`config.mk`:
```
export PLATFORM = sky130hd
export DESIGN_NAME = qdesc_cache
export DESIGN_NICKNAME = d
export VERILOG_FILES = /design/src/rtl/qdc_pkg.sv /design/src/rtl/qdc_lru.sv /design/src/rtl/qdc_store.sv /design/src/rtl/qdc_link.sv /design/src/rtl/qdesc_cache.sv
export SDC_FILE = /design/constraint.sdc
export NUM_CORES = 1
export LEC_CHECK = 0
export BUFFER_PORTS_ARGS = -buffer_cell sky130_fd_sc_hd__buf_2
export CAP_MARGIN = 20
export CORE_AREA = 2 2 237 239
export DETAILED_ROUTE_END_ITERATION = 8
export DIE_AREA = 0 0 239 241
export RECOVER_POWER = 25
export SLEW_MARGIN = 0
export SYNTH_ARGS = -nofsm -noshare
export SYNTH_HDL_FRONTEND = slang
export SYNTH_HIERARCHICAL = 1
export SYNTH_SLANG_ARGS = --single-unit
```
`constraint.sdc`:
```
create_clock -name clk -period 5.2 [get_ports clk]
set_input_delay 0.26 -clock clk [delete_from_list [all_inputs] [get_ports clk]]
set_output_delay 0.26 -clock clk [all_outputs]
set_load 0.02 [all_outputs]
```
`src/rtl/qdc_pkg.sv`:
```
package qdc_pkg;

  typedef enum logic [3:0] {
    ST_IDLE,
    ST_LOOK,
    ST_WB_REQ,
    ST_WB_WAIT,
    ST_RD_REQ,
    ST_RD_WAIT,
    ST_APPLY,
    ST_FL_REQ,
    ST_FL_WAIT
  } qdc_state_e;

endpackage

```
`src/rtl/qdc_lru.sv`:
```
// Age-rank recency tracker: rank 0 is most recent, N-1 is oldest.
module qdc_lru #(
  parameter int N  = 4,
  parameter int IW = $clog2(N)
) (
  input  logic          clk,
  input  logic          rst_n,
  input  logic          touch_en,
  input  logic [IW-1:0] touch_idx,
  input  logic [N-1:0]  valid,
  output logic [IW-1:0] victim_idx
);

  logic [IW-1:0] age_q [N];
  logic [IW-1:0] age_d [N];

  always_comb begin
    for (int i = 0; i < N; i++) begin
      age_d[i] = age_q[i];
      if (IW'(i) == touch_idx)
        age_d[i] = '0;
      else if (age_q[i] < age_q[touch_idx])
        age_d[i] = age_q[i] + 1'b1;
    end
  end

  always_ff @(posedge clk or negedge rst_n) begin
    if (!rst_n) begin
      for (int i = 0; i < N; i++) age_q[i] <= IW'(i);
    end else if (touch_en) begin
      for (int i = 0; i < N; i++) age_q[i] <= age_d[i];
    end
  end

  // Lowest free entry wins; otherwise the oldest rank.
  always_comb begin
    victim_idx = '0;
    for (int i = N - 1; i >= 0; i--)
      if (age_q[i] == IW'(N - 1)) victim_idx = IW'(i);
    for (int i = N - 1; i >= 0; i--)
      if (!valid[i]) victim_idx = IW'(i);
  end

endmodule

```
`src/rtl/qdc_store.sv`:
```
// Tag, valid and descriptor storage with parallel match.
module qdc_store #(
  parameter int N      = 4,
  parameter int QID_W  = 4,
  parameter int DESC_W = 19,
  parameter int IW     = $clog2(N)
) (
  input  logic              clk,
  input  logic              rst_n,
  input  logic [QID_W-1:0]  look_qid,
  output logic              hit,
  output logic [IW-1:0]     hit_idx,
  output logic [N-1:0]      valid,
  input  logic              wr_en,
  input  logic [IW-1:0]     wr_idx,
  input  logic [QID_W-1:0]  wr_qid,
  input  logic [DESC_W-1:0] wr_desc,
  input  logic              clr_all,
  input  logic [IW-1:0]     rd_idx,
  output logic [QID_W-1:0]  rd_qid,
  output logic [DESC_W-1:0] rd_desc
);

  logic [N-1:0]      valid_q;
  logic [QID_W-1:0]  tag_q  [N];
  logic [DESC_W-1:0] desc_q [N];
  logic [N-1:0]      match;

  for (genvar g = 0; g < N; g++) begin : g_match
    assign match[g] = valid_q[g] && (tag_q[g] == look_qid);
  end

  always_comb begin
    hit_idx = '0;
    for (int i = N - 1; i >= 0; i--)
      if (match[i]) hit_idx = IW'(i);
  end

  assign hit     = |match;
  assign valid   = valid_q;
  assign rd_qid  = tag_q[rd_idx];
  assign rd_desc = desc_q[rd_idx];

  always_ff @(posedge clk or negedge rst_n) begin
    if (!rst_n)
      valid_q <= '0;
    else if (clr_all)
      valid_q <= '0;
    else if (wr_en)
      valid_q[wr_idx] <= 1'b1;
  end

  always_ff @(posedge clk) begin
    if (wr_en) begin
      tag_q[wr_idx]  <= wr_qid;
      desc_q[wr_idx] <= wr_desc;
    end
  end

endmodule

```
`src/rtl/qdc_link.sv`:
```
// Successor table: one next-buffer pointer per buffer.
module qdc_link #(
  parameter int PTR_W = 6
) (
  input  logic             clk,
  input  logic             wr_en,
  input  logic [PTR_W-1:0] wr_addr,
  input  logic [PTR_W-1:0] wr_data,
  input  logic [PTR_W-1:0] rd_addr,
  output logic [PTR_W-1:0] rd_data
);

  localparam int DEPTH = 1 << PTR_W;

  logic [PTR_W-1:0] next_q [DEPTH];

  always_ff @(posedge clk) begin
    if (wr_en) next_q[wr_addr] <= wr_data;
  end

  assign rd_data = next_q[rd_addr];

endmodule

```
`src/rtl/qdesc_cache.sv`:
```
module qdesc_cache
  import qdc_pkg::*;
#(
  parameter int N_ENTRIES  = 4,
  parameter int QID_W      = 4,
  parameter int PTR_W      = 6,
  parameter int HIT_CYCLES = 1
) (
  input  logic                       clk,
  input  logic                       rst_n,
  input  logic                       cmd_valid,
  output logic                       cmd_ready,
  input  logic                       cmd_deq,
  input  logic [QID_W-1:0]           cmd_qid,
  input  logic [PTR_W-1:0]           cmd_buf,
  input  logic                       flush_req,
  output logic                       rsp_valid,
  output logic                       rsp_hit,
  output logic                       rsp_empty,
  output logic [PTR_W-1:0]           rsp_buf,
  output logic [PTR_W:0]             rsp_count,
  output logic                       mem_req_valid,
  output logic                       mem_req_we,
  output logic [QID_W-1:0]           mem_req_qid,
  output logic [3*PTR_W:0]           mem_req_wdata,
  input  logic                       mem_rsp_valid,
  input  logic [3*PTR_W:0]           mem_rsp_rdata
);

  localparam int IW     = $clog2(N_ENTRIES);
  localparam int CNT_W  = PTR_W + 1;
  localparam int DESC_W = 2 * PTR_W + CNT_W;
  localparam int HC_W   = $clog2(HIT_CYCLES + 1);

  qdc_state_e        state_q, state_d;
  logic [HC_W-1:0]   hcnt_q, hcnt_d;
  logic              deq_q, deq_d;
  logic [QID_W-1:0]  qid_q, qid_d;
  logic [PTR_W-1:0]  buf_q, buf_d;
  logic [IW-1:0]     slot_q, slot_d;
  logic              hit_q, hit_d;

  logic              st_hit, st_wr, st_clr;
  logic [IW-1:0]     st_hit_idx, victim;
  logic [N_ENTRIES-1:0] st_valid;
  logic [QID_W-1:0]  rd_qid;
  logic [DESC_W-1:0] rd_desc, wr_desc, new_desc;
  logic              last_slot;

  logic [PTR_W-1:0]  cur_head, cur_tail, link_rd;
  logic [CNT_W-1:0]  cur_cnt;
  logic [PTR_W-1:0]  nxt_head, nxt_tail;
  logic [CNT_W-1:0]  nxt_cnt;
  logic              link_we, is_empty;
  logic [PTR_W-1:0]  out_buf;

  qdc_store #(
    .N(N_ENTRIES), .QID_W(QID_W), .DESC_W(DESC_W), .IW(IW)
  ) u_store (
    .clk      (clk),
    .rst_n    (rst_n),
    .look_qid (qid_q),
    .hit      (st_hit),
    .hit_idx  (st_hit_idx),
    .valid    (st_valid),
    .wr_en    (st_wr),
    .wr_idx   (slot_q),
    .wr_qid   (qid_q),
    .wr_desc  (wr_desc),
    .clr_all  (st_clr),
    .rd_idx   (slot_q),
    .rd_qid   (rd_qid),
    .rd_desc  (rd_desc)
  );

  qdc_lru #(.N(N_ENTRIES), .IW(IW)) u_lru (
    .clk        (clk),
    .rst_n      (rst_n),
    .touch_en   (state_q == ST_APPLY),
    .touch_idx  (slot_q),
    .valid      (st_valid),
    .victim_idx (victim)
  );

  qdc_link #(.PTR_W(PTR_W)) u_link (
    .clk     (clk),
    .wr_en   (link_we),
    .wr_addr (cur_tail),
    .wr_data (buf_q),
    .rd_addr (cur_head),
    .rd_data (link_rd)
  );

  // Descriptor arithmetic on the selected entry.
  assign {cur_head, cur_tail, cur_cnt} = rd_desc;

  always_comb begin
    nxt_head = cur_head;
    nxt_tail = cur_tail;
    nxt_cnt  = cur_cnt;
    link_we  = 1'b0;
    is_empty = 1'b0;
    out_buf  = buf_q;
    if (deq_q) begin
      out_buf = cur_head;
      if (cur_cnt == '0) begin
        is_empty = 1'b1;
      end else begin
        nxt_head = link_rd;
        nxt_cnt  = cur_cnt - 1'b1;
      end
    end else begin
      nxt_tail = buf_q;
      nxt_cnt  = cur_cnt + 1'b1;
      if (cur_cnt == '0)
        nxt_head = buf_q;
      else
        link_we = (state_q == ST_APPLY);
    end
  end

  assign new_desc  = {nxt_head, nxt_tail, nxt_cnt};
  assign wr_desc   = (state_q == ST_APPLY) ? new_desc : mem_rsp_rdata;
  assign last_slot = (slot_q == IW'(N_ENTRIES - 1));

  always_comb begin
    state_d = state_q;
    hcnt_d  = hcnt_q;
    deq_d   = deq_q;
    qid_d   = qid_q;
    buf_d   = buf_q;
    slot_d  = slot_q;
    hit_d   = hit_q;
    st_wr   = 1'b0;
    st_clr  = 1'b0;
    unique case (state_q)
      ST_IDLE: begin
        if (flush_req) begin
          state_d = ST_FL_REQ;
          slot_d  = '0;
        end else if (cmd_valid) begin
          state_d = ST_LOOK;
          hcnt_d  = HC_W'(HIT_CYCLES - 1);
          deq_d   = cmd_deq;
          qid_d   = cmd_qid;
          buf_d   = cmd_buf;
        end
      end
      ST_LOOK: begin
        if (hcnt_q != '0) begin
          hcnt_d = hcnt_q - 1'b1;
        end else begin
          hit_d = st_hit;
          if (st_hit) begin
            slot_d  = st_hit_idx;
            state_d = ST_APPLY;
          end else begin
            slot_d  = victim;
            state_d = st_valid[victim] ? ST_WB_REQ : ST_RD_REQ;
          end
        end
      end
      ST_WB_REQ:  state_d = ST_WB_WAIT;
      ST_WB_WAIT: if (mem_rsp_valid) state_d = ST_RD_REQ;
      ST_RD_REQ:  state_d = ST_RD_WAIT;
      ST_RD_WAIT: begin
        if (mem_rsp_valid) begin
          st_wr   = 1'b1;
          state_d = ST_APPLY;
        end
      end
      ST_APPLY: begin
        st_wr   = 1'b1;
        state_d = ST_IDLE;
      end
      ST_FL_REQ: begin
        if (st_valid[slot_q]) begin
          state_d = ST_FL_WAIT;
        end else if (last_slot) begin
          st_clr  = 1'b1;
          state_d = ST_IDLE;
        end else begin
          slot_d = slot_q + 1'b1;
        end
      end
      ST_FL_WAIT: begin
        if (mem_rsp_valid) begin
          if (last_slot) begin
            st_clr  = 1'b1;
            state_d = ST_IDLE;
          end else begin
            slot_d  = slot_q + 1'b1;
            state_d = ST_FL_REQ;
          end
        end
      end
      default: state_d = ST_IDLE;
    endcase
  end

  always_ff @(posedge clk or negedge rst_n) begin
    if (!rst_n) begin
      state_q <= ST_IDLE;
      hcnt_q  <= '0;
      deq_q   <= 1'b0;
      qid_q   <= '0;
      buf_q   <= '0;
      slot_q  <= '0;
      hit_q   <= 1'b0;
    end else begin
      state_q <= state_d;
      hcnt_q  <= hcnt_d;
      deq_q   <= deq_d;
      qid_q   <= qid_d;
      buf_q   <= buf_d;
      slot_q  <= slot_d;
      hit_q   <= hit_d;
    end
  end

  assign cmd_ready     = (state_q == ST_IDLE);
  assign rsp_valid     = (state_q == ST_APPLY);
  assign rsp_hit       = hit_q;
  assign rsp_empty     = is_empty;
  assign rsp_buf       = out_buf;
  assign rsp_count     = nxt_cnt;

  assign mem_req_valid = (state_q == ST_WB_REQ) || (state_q == ST_RD_REQ) ||
                         ((state_q == ST_FL_REQ) && st_valid[slot_q]);
  assign mem_req_we    = (state_q != ST_RD_REQ);
  assign mem_req_qid   = (state_q == ST_RD_REQ) ? qid_q : rd_qid;
  assign mem_req_wdata = rd_desc;

endmodule

```
== Word-level counts from Yosys, hierarchy flattened ==
Memories as Yosys holds them, arrays and structs flattened.
Index checks and enable logic that the tools add are counted.
Storage, ports and cells
  register bits: 31
  memory bits (writable): 476
  memories kept: 3
Operators by class
  $add $sub $neg: 8
  order comparisons: 8
  eq/ne operators: 31
  muxes and demuxes: 77
  bitwise logic cells: 4
  reductions and logical operators: 28
Memories
  u_link.next_q: depth 64, width 6, rd ports 1, clocked after memory_dff 0, wr ports 1, line qdc_link.sv:15  | logic [PTR_W-1:0] next_q [DEPTH];
  u_store.desc_q: depth 4, width 19, rd ports 1, clocked after memory_dff 0, wr ports 1, line qdc_store.sv:26  | logic [DESC_W-1:0] desc_q [N];
  u_store.tag_q: depth 4, width 4, rd ports 5, clocked after memory_dff 0, wr ports 1, line qdc_store.sv:25  | logic [QID_W-1:0] tag_q [N];
Operator list (count)
  2-bit 2-to-1 mux: 28
  4-bit 2-to-1 mux: 11
  4-bit case mux with 8 select lines: 1
  6-bit 2-to-1 mux: 5
  19-bit 2-to-1 mux: 1
  1-bit 2-to-1 mux: 18
  4-bit by 3-bit equality test with 1-bit output (second input constant): 4
  4-bit equality test: 4
  7-bit 2-to-1 mux: 2
  2-bit inequality test (second input constant): 7
  2-bit nonzero test: 6
  2-bit by 1-bit adder with 2-bit output (second input constant): 5
  2-bit equality test (second input constant): 5
  2-bit AND reduction: 5
  3-bit 2-to-1 mux: 3
  4-bit by 2-bit equality test with 1-bit output (second input constant): 2
  2-bit less-than comparator: 4
  2-bit case mux with 4 select lines: 1
  7-bit by 1-bit adder with 7-bit output (second input constant): 1
  7-bit zero test: 1
  7-bit by 1-bit subtractor with 7-bit output (second input constant): 1
  1-bit logical AND: 6
  2-bit by 3-bit less-than comparator with 1-bit output (second input constant): 2
  1-bit case mux with 2 select lines: 3
  other kinds (25): 30

== Logic depth before layout (Yosys ltp) ==
Gate-level depths: netlist (run 1).
  depth after elaboration: 15
  gate-level depth with buffers: 14
  depth with buffers taken out: 10

== Modules after synthesis ==
The synthesis (run 1) kept the hierarchy.
By module, submodules not included
  qdc_link: instances 1, cells an instance 714, area each 15105.7 um^2, seq. area each 11531.1 um^2
  qdc_store: instances 1, cells an instance 169, area each 3752.3 um^2, seq. area each 2862.7 um^2
  qdesc_cache: instances 1, cells an instance 235, area each 2082.0 um^2, seq. area each 450.4 um^2
  qdc_lru: instances 1, cells an instance 89, area each 792.0 um^2, seq. area each 205.2 um^2

== Worst setup path after synthesis (run 1) ==
No wires, ideal clock.
  path kind: reg-to-reg
  start: register slot_q[1]
  end: memory u_link.next_q[48][0] (enable)
  setup time: 0.377 ns
  data arrival time: 3.366 ns
  data required time: 4.823 ns
  path slack: 1.458 ns
  stages on the path, launching flop included: 13
  buffers on the path: 3
  clock period less this slack: 3.742 ns
  path through: dfrtp_1 -> buf_2 -> buf_4 -> mux4_2 -> inv_1 -> ha_1 -> nor3b_2 -> nand3_2 -> buf_4 -> nor3b_1 -> nor2b_1 -> nand4b_1 -> nor3_1
Between the ends
  cells in the longest elaborated chain, start to end: 6
Ends and longest elaborated chain
  start, declared: line qdesc_cache.sv:40  | logic [IW-1:0] slot_q, slot_d;
  start signal, assigned: line qdesc_cache.sv:216  | slot_q <= slot_d;
  memory 4 x 19 bit
  via mem_req_wdata[0]: line qdesc_cache.sv:25  | output logic [3*PTR_W:0] mem_req_wdata,
  7-bit zero test: line qdesc_cache.sv:115  | if (cur_cnt == '0)
  1-bit 2-to-1 mux: line qdesc_cache.sv:115
  1-bit 2-to-1 mux: line qdesc_cache.sv:104  | if (deq_q) begin
  via link_we: line qdesc_cache.sv:54  | logic link_we, is_empty;
  1-bit 2-to-1 mux: line qdc_link.sv:18  | if (wr_en) next_q[wr_addr] <= wr_data;
  1-bit 2-to-1 mux (implied by the code): line qdc_link.sv:18
  end, declared: line qdc_link.sv:15
The timed path passes the listed nets, and every way through them passes these cells.

== Worst setup path in the final report (run 1) ==
  start: register buf_q[2]
  end: output port rsp_buf[2]
Between the ends
  cells in the longest elaborated chain, start to end: 1
Ends and longest elaborated chain
  start, declared: line qdesc_cache.sv:39  | logic [PTR_W-1:0] buf_q, buf_d;
  start signal, assigned: line qdesc_cache.sv:215  | buf_q <= buf_d;
  6-bit 2-to-1 mux: line qdesc_cache.sv:104
  end, declared: line qdesc_cache.sv:20  | output logic [PTR_W-1:0] rsp_buf,
Every way passes these cells.

==> flow_summary.toml, run 1 <==
[run_status]
status = "complete, but fails checks"
violations = "capacitance limit, slew limit"

[timing]
max_slew.worst_pin.slew_ps = 3370
min_period_ps = 4270
rsz0062_at_grt = "no"
finClkSkew_ps = 25.7
setup_violations = 0
fin_crit_sh_pct = 82.1
relSlewSlack_pct = -125
setup_tns_ps = 0
hold_viol_final = 0
maxSlewViolCount = 249
timing.fmax_ghz = 0.234

[critical_path]
cp.required_ps = 4940
crit_start = "buf_q[2]$_DFFE_PN0P_"
critPathMaxFanout = 68
reg2reg_from = "slot_q[0]$_DFFE_PN0P_"
endpoint = "rsp_buf[2]"
critPathKind = "register to output port"
reg2reg_to = "u_link/next_q[22][3]$_DFFE_PP_"
arrival_ps = 4010
r2r_slack_ps = 1070
worst_setup_path_end_kind = "output port"
r2r_cells = 11
critPathLaunchType = "register"

[synthesis]
async_flop_share_pct = 5.93
synthTopCellsByArea = "edfxtp_1 66%, mux4_2 12%, dfrtp_1 3.0%"
syn_inst = 1207
synth-edff-count = 476
yosys.area.top_type_share_pct = 65.8
syn_avg_cell_area_um2 = 18.0
synth_area_um2 = 21700
synth_area_leader_cell = "edfxtp_1"
synth_most_common_cell = "edfxtp_1"
synth_nets = 1253
synth_cell_types = 83
yosysSeqAreaShare_pct = 69.2
synth_ff_type = "edfxtp_1"
yosys_warnings = 6
yosys-top-cells-count = "476 x edfxtp_1, 113 x mux4_2, 105 x nor2_1, 41 x mux2i_1, 38 x nand2_1"
synth.ff_latch_count = 506

[finish]
drive_gt1_share_pct = 26.8
n_antenna_cell = 0
fin_area_um2 = 24700
area_growth_pct = 13.4
fin_nets = 1365

[placed_design]
portBuffers = 76
gp_congestion = 0.822
dpl.hpwl_um = 31300
dpl_cell_area_um2 = 22900

[pwr]
p_per_area_nw_per_um2 = 542
leakage_nw = 8.10
total_power_mw = 13.4
peakVddDrop_mv = 0.390

[drt]
routedWlPerCell_um = 24.2
dr.first_iter.drc_count = 1046
drt-vias-per-instance = 5.72
routed-via-count = 11800
drt-pass1-iter-count = 5
ant_nets = 0
wirelength_um = 49900
drc = 0

[clock_tree]
clock_path_buffers = 3
cts_root_buffer = "clkbuf_16"
cts.sink_count = 506
cts_tree = "done"
clk_latency_ps = 610
cts_setup_buffers = 0
cts_max_level = 2
clkSlewWorstSetupHoldPaths_ps = 60
cts_made_buffers = 51

[floorplan]
start_util_pct = 39.6
rows = 86
die_y_um = 241
chipWidth_um = 239
ios = 77
core_um2 = 54900
dieArea_um2 = 57600

[global_route]
grt_pass1_vias = 12000
grt_antenna_before_repair = 0
grt_overflow_total = 0
grt_max_degree = 69
grt_use_total_pct = 17.6
grt_pass1_wl_um = 75900

[run]
cap_violations = 5

[min_path]
hold_path.class = "input port to register"
==> final cells by class <==
type / count / area [um2]
clock buffer: 61 / 1330
clock inverter: 35 / 307
fill: 4754 / 30200
inverter: 15 / 56.3
multi-input combinational: 621 / 6210
sequential: 506 / 15100
tap: 704 / 881
timing repair buffer: 124 / 817
==> report_power, final <==
part	leakage [nW]	total (mW)	switching (mW)	internal [mW]
clock network	0.806	3.59	1.55	2.04
logic	2.63	4.22	2.58	1.63
registers	4.67	5.55	0.348	5.20
==> placed cells by master, fill, tap and decap left out, types with 22 or more instances in the layout <==
cell type,n
mux2_2,37
buf_2,75
mux2i_1,41
edfxtp_1,476
mux4_2,111
clkbuf_16,51
nand2_1,38
a21oi_1,27
nor2_1,104
dfrtp_1,22
buf_4,26
==> per-layer routing <==
layer  GRT usage, %  part of all wire, %  vias up
li1               -                    -     5120
met1           24.4                   43     6219
met2           28.6                   48      403
met3           3.37                  6.7       84
met4           4.89                  2.4        0
met5              0                    0        -
==> per-stage QoR <==
stage | setup WS [ps] | hold slack, ps | utilization [%] | std cells
final | 933 | 28.4 | 44.9 | 2066
after global routing | 610 | 20.5 | 44.9 | 2066
after CTS | 1090 | 0.885 | 45.0 | 2066
after detailed placement | 1120 | 372 | 41.7 | 1956
after global placement | 1090 | 369 | 41.7 | 1954
after floorplan | 1460 | -35.6 | - | 1207
==> cells by family (layout without fill, tap and decap cells) <==
kind of cell	count (synthesis)	count (layout)	synth area share, %
buffers and inverters	80	235	2.25
adder cells (fa/ha/maj)	11	11	0.633
AND/OR/NAND/NOR	250	250	5.99
flip-flops	506	506	69.2
AO/OA/AOI/OAI	129	129	4.12
XOR/XNOR	21	21	0.846
multiplexers	210	210	16.9
==> how the worst min path moves through the flow <==
stage / from / endpoint / cells past startpoint
after floorplan: rst_n / buf_q[0]$_DFFE_PN0P_ / 0
after global routing: mem_rsp_rdata[6] / u_store/desc_q[0][6]$_DFFE_PP_ / 2
after CTS: mem_rsp_rdata[6] / u_store/desc_q[2][6]$_DFFE_PP_ / 2
final: mem_rsp_rdata[2] / u_store/desc_q[1][2]$_DFFE_PP_ / 2
after global placement: rst_n / state_q[0]$_DFFE_PN0P_ / 1
after detailed placement: rst_n / state_q[0]$_DFFE_PN0P_ / 1
==> registers in the layout, summed over array words and instances (netlist names) <==
signal          flops
u_link/next_q     384
slot_q              2
u_store/valid       4
state_q             4
buf_q               6
u_lru/age_q         8
u_store/tag_q      16
qid_q               4
u_store/desc_q     76
rsp_hit             1
deq_q               1
==> critical path, stage by stage, from the launching register on <==
cell and delay [ps]:
dfrtp_2 340, clkbuf_1 2340, mux2_2 480, buf_2 190
==> timing repair <==
action | 4_1_cts | 5_1_grt
hold endpoints to repair | 42 | 0
hold buffers | 14 | 0
resized for setup | 0 | 0
Power figures use the tool's default switching activity.
==> inputs of run 2 (changes only) <==
==> constraint.sdc (replaced) <==
create_clock -name clk -period 4.4 [get_ports clk]
set_input_delay 0.22 -clock clk [delete_from_list [all_inputs] [get_ports clk]]
set_output_delay 0.22 -clock clk [all_outputs]
set_load 0.02 [all_outputs]
==> run 2 against run 1 <==
Against the previous run: the run still ends with capacitance limit, slew limit left; die area unchanged; register-to-register slack got worse by 670 ps; final area increased by 0.63%; core utilization grew 0.28 points; critical path depth increased by 6; sequential share of layout area is 0.39 points lower; worst setup slack got worse by 530 ps; global-route usage is 0.40 points higher; clock power grew 25%; clock-buffer cell count rose by 4; critical endpoint is now u_link/next_q[39][3]$_DFFE_PP_; highest routed layer unchanged.
==> flow_summary.toml, run 2 (synthesis results as in run 1) <==
[run_status]
status = "complete, but fails checks"
violations = "capacitance limit, slew limit"

[timing]
relSlewSlack_pct = -43.5
timing.fmax_ghz = 0.250
min_period_ps = 4000
finClkSkew_ps = 12.8
hold_viol_final = 0
setup_violations = 0
maxSlewViolCount = 112
rsz0062_at_grt = "no"
fin_crit_sh_pct = 90.9
setup_tns_ps = 0
max_slew.worst_pin.slew_ps = 2150
layout_setup_ws_ps = 401

[finish]
utilization_pct = 45.2
area_growth_pct = 14.2
fill_cells = 4708
top_regs = "u_link/next_q x384, u_store/desc_q x76, u_store/tag_q x16"
multi_input_area_um2 = 6210
largest_reg_flops = 384
fin_nets = 1375
regMostFlops = "u_link/next_q"
finalNonFillerCells = 2069
drive_gt1_share_pct = 26.8
ff_latch_area_um2 = 15100
n_antenna_cell = 0
final_common_cell = "edfxtp_1"
final_cell_mix = "476 x edfxtp_1, 111 x mux4_2, 104 x nor2_1"

[floorplan]
core_um2 = 54900
die_y_um = 241
ios = 77
rows = 86
start_util_pct = 39.6
dieArea_um2 = 57600
chipWidth_um = 239

[pwr]
p_switching_mw = 5.26
combPwrFrac_pct = 30.7
p_per_area_nw_per_um2 = 647
clockPowerShare_pct = 27.9
switching_share_pct = 32.8
p_int_mw = 10.8
leakage_nw = 8.17
sequentialPowerShare_pct = 41.4
peakVddDrop_mv = 0.473

[drt]
drc = 0
drt-vias-per-instance = 5.68
wirelength_um = 50700
drt-pass1-iter-count = 5
dr.first_iter.drc_count = 824
ant_nets = 0
routedWlPerCell_um = 24.5
routed-via-count = 11800

[global_route]
grt_pass1_wl_um = 77200
grt_max_degree = 61
grt_use_total_pct = 18.0
grt_pass1_vias = 12100
grt_antenna_before_repair = 0
grt_overflow_total = 0

[min_path]
hold_path.class = "input port to register"
holdPathStages = 3

[critical_path]
critPathMaxFanout = 13
worst_setup_path_end_kind = "register"
r2r_cells = 9
reg2reg_from = "slot_q[0]$_DFFE_PN0P_"
r2r_slack_ps = 400
arrival_ps = 4210
critPathKind = "register to register"
endpoint = "u_link/next_q[39][3]$_DFFE_PP_"
cp.required_ps = 4610
reg2reg_to = "u_link/next_q[39][3]$_DFFE_PP_"
critPathLaunchType = "register"
crit_start = "slot_q[0]$_DFFE_PN0P_"

[clock_tree]
cts_max_level = 2
cts.sink_count = 506
cts_tree = "done"
clk_latency_ps = 580
cts_root_buffer = "clkbuf_16"
cts_hold_buf = 19
cts_setup_buffers = 0
clock_path_buffers = 3
post_cts_resized = 0
cts_made_buffers = 50
clkSlewWorstSetupHoldPaths_ps = 60

[placed_design]
placed_cells = 1962
dp_slack_ps = 465
portBuffers = 76
gp_congestion = 0.811
dpl.hpwl_um = 31900

[run]
cap_violations = 3
[run 2: cell types whose count changed in the layout (fill, tap and decap cells not counted), moves of 2 or more]
| cell | previous run | this run |
|---|---|---|
| dfrtp_1 | 22 | 24 |
| clkinv_2 | 13 | 5 |
| clkbuf_1 | 12 | 17 |
| clkinv_1 | 11 | 2 |
| clkbuf_8 | 2 | 0 |
| dfrtp_2 | 4 | 2 |
| bufinv_16 | 4 | 10 |
| buf_4 | 26 | 36 |
| inv_16 | 2 | 0 |
| dlygate4sd3_1 | 14 | 19 |
[run 2: worst max-delay path, cell delays in order, from the launching register on]
cell and delay (ps):
dfrtp_2 570, mux4_2 480, inv_1 110, ha_1 260
nor3b_2 200, nand3_2 80, nor3b_1 250, buf_4 190
nand4_1 730, nor2_1 760
[run 2: worst min path at each step]
stage | slack, ps | end | from
floorplan | -80 | buf_q[0]$_DFFE_PN0P_ | rst_n
global placement | 330 | state_q[2]$_DFFE_PN0P_ | rst_n
detailed placement | 330 | state_q[2]$_DFFE_PN0P_ | rst_n
CTS | 10 | u_store/desc_q[2][0]$_DFFE_PP_ | mem_rsp_rdata[0]
global route | 70 | u_store/desc_q[2][0]$_DFFE_PP_ | mem_rsp_rdata[0]
finish | 50 | u_store/desc_q[2][0]$_DFFE_PP_ | mem_rsp_rdata[0]
[run 2: layer usage]
layer | global-route usage, % | vias to the layer above | routed length [um]
met5 | 0 | - | 0
met3 | 2.76 | 100 | 2830
li1 | - | 5130 | -
met1 | 25.2 | 6144 | 22200
met2 | 28.8 | 387 | 24000
met4 | 6.80 | 0 | 1650
[run 2: power by group through the flow]
stage                     sequential [mW]  combinational, mW  clock (mW)
after global routing                 6.72               5.29        4.75
after global placement               6.74               4.90           0
final                                6.65               4.93        4.49
after floorplan                      6.61               3.42           0
after detailed placement             6.76               4.93           0
after CTS                            6.66               4.96        4.57
[run 2: metrics by stage]
stage | total power, mW | hold WS, ps | instance area [um2]
3_5_place_dp | 11.7 | 333 | 22900
4_1_cts | 16.2 | 11.3 | 24800
2_1_floorplan | 10.0 | -75.6 | 21700
5_1_grt | 16.8 | 66.3 | 24800
3_3_place_gp | 11.6 | 330 | 22900
6_report | 16.1 | 51.5 | 24800
[run 2: cell type report]
| class | instances | area share (%) |
|---|---|---|
| Sequential cell | 506 | 60.7 |
| Multi-Input combinational cell | 621 | 25.0 |
| Clock buffer | 65 | 5.36 |
| Timing Repair Buffer | 135 | 3.64 |
| Tap cell | 704 | 3.55 |
| Clock inverter | 23 | 1.54 |
| Inverter | 15 | 0.227 |
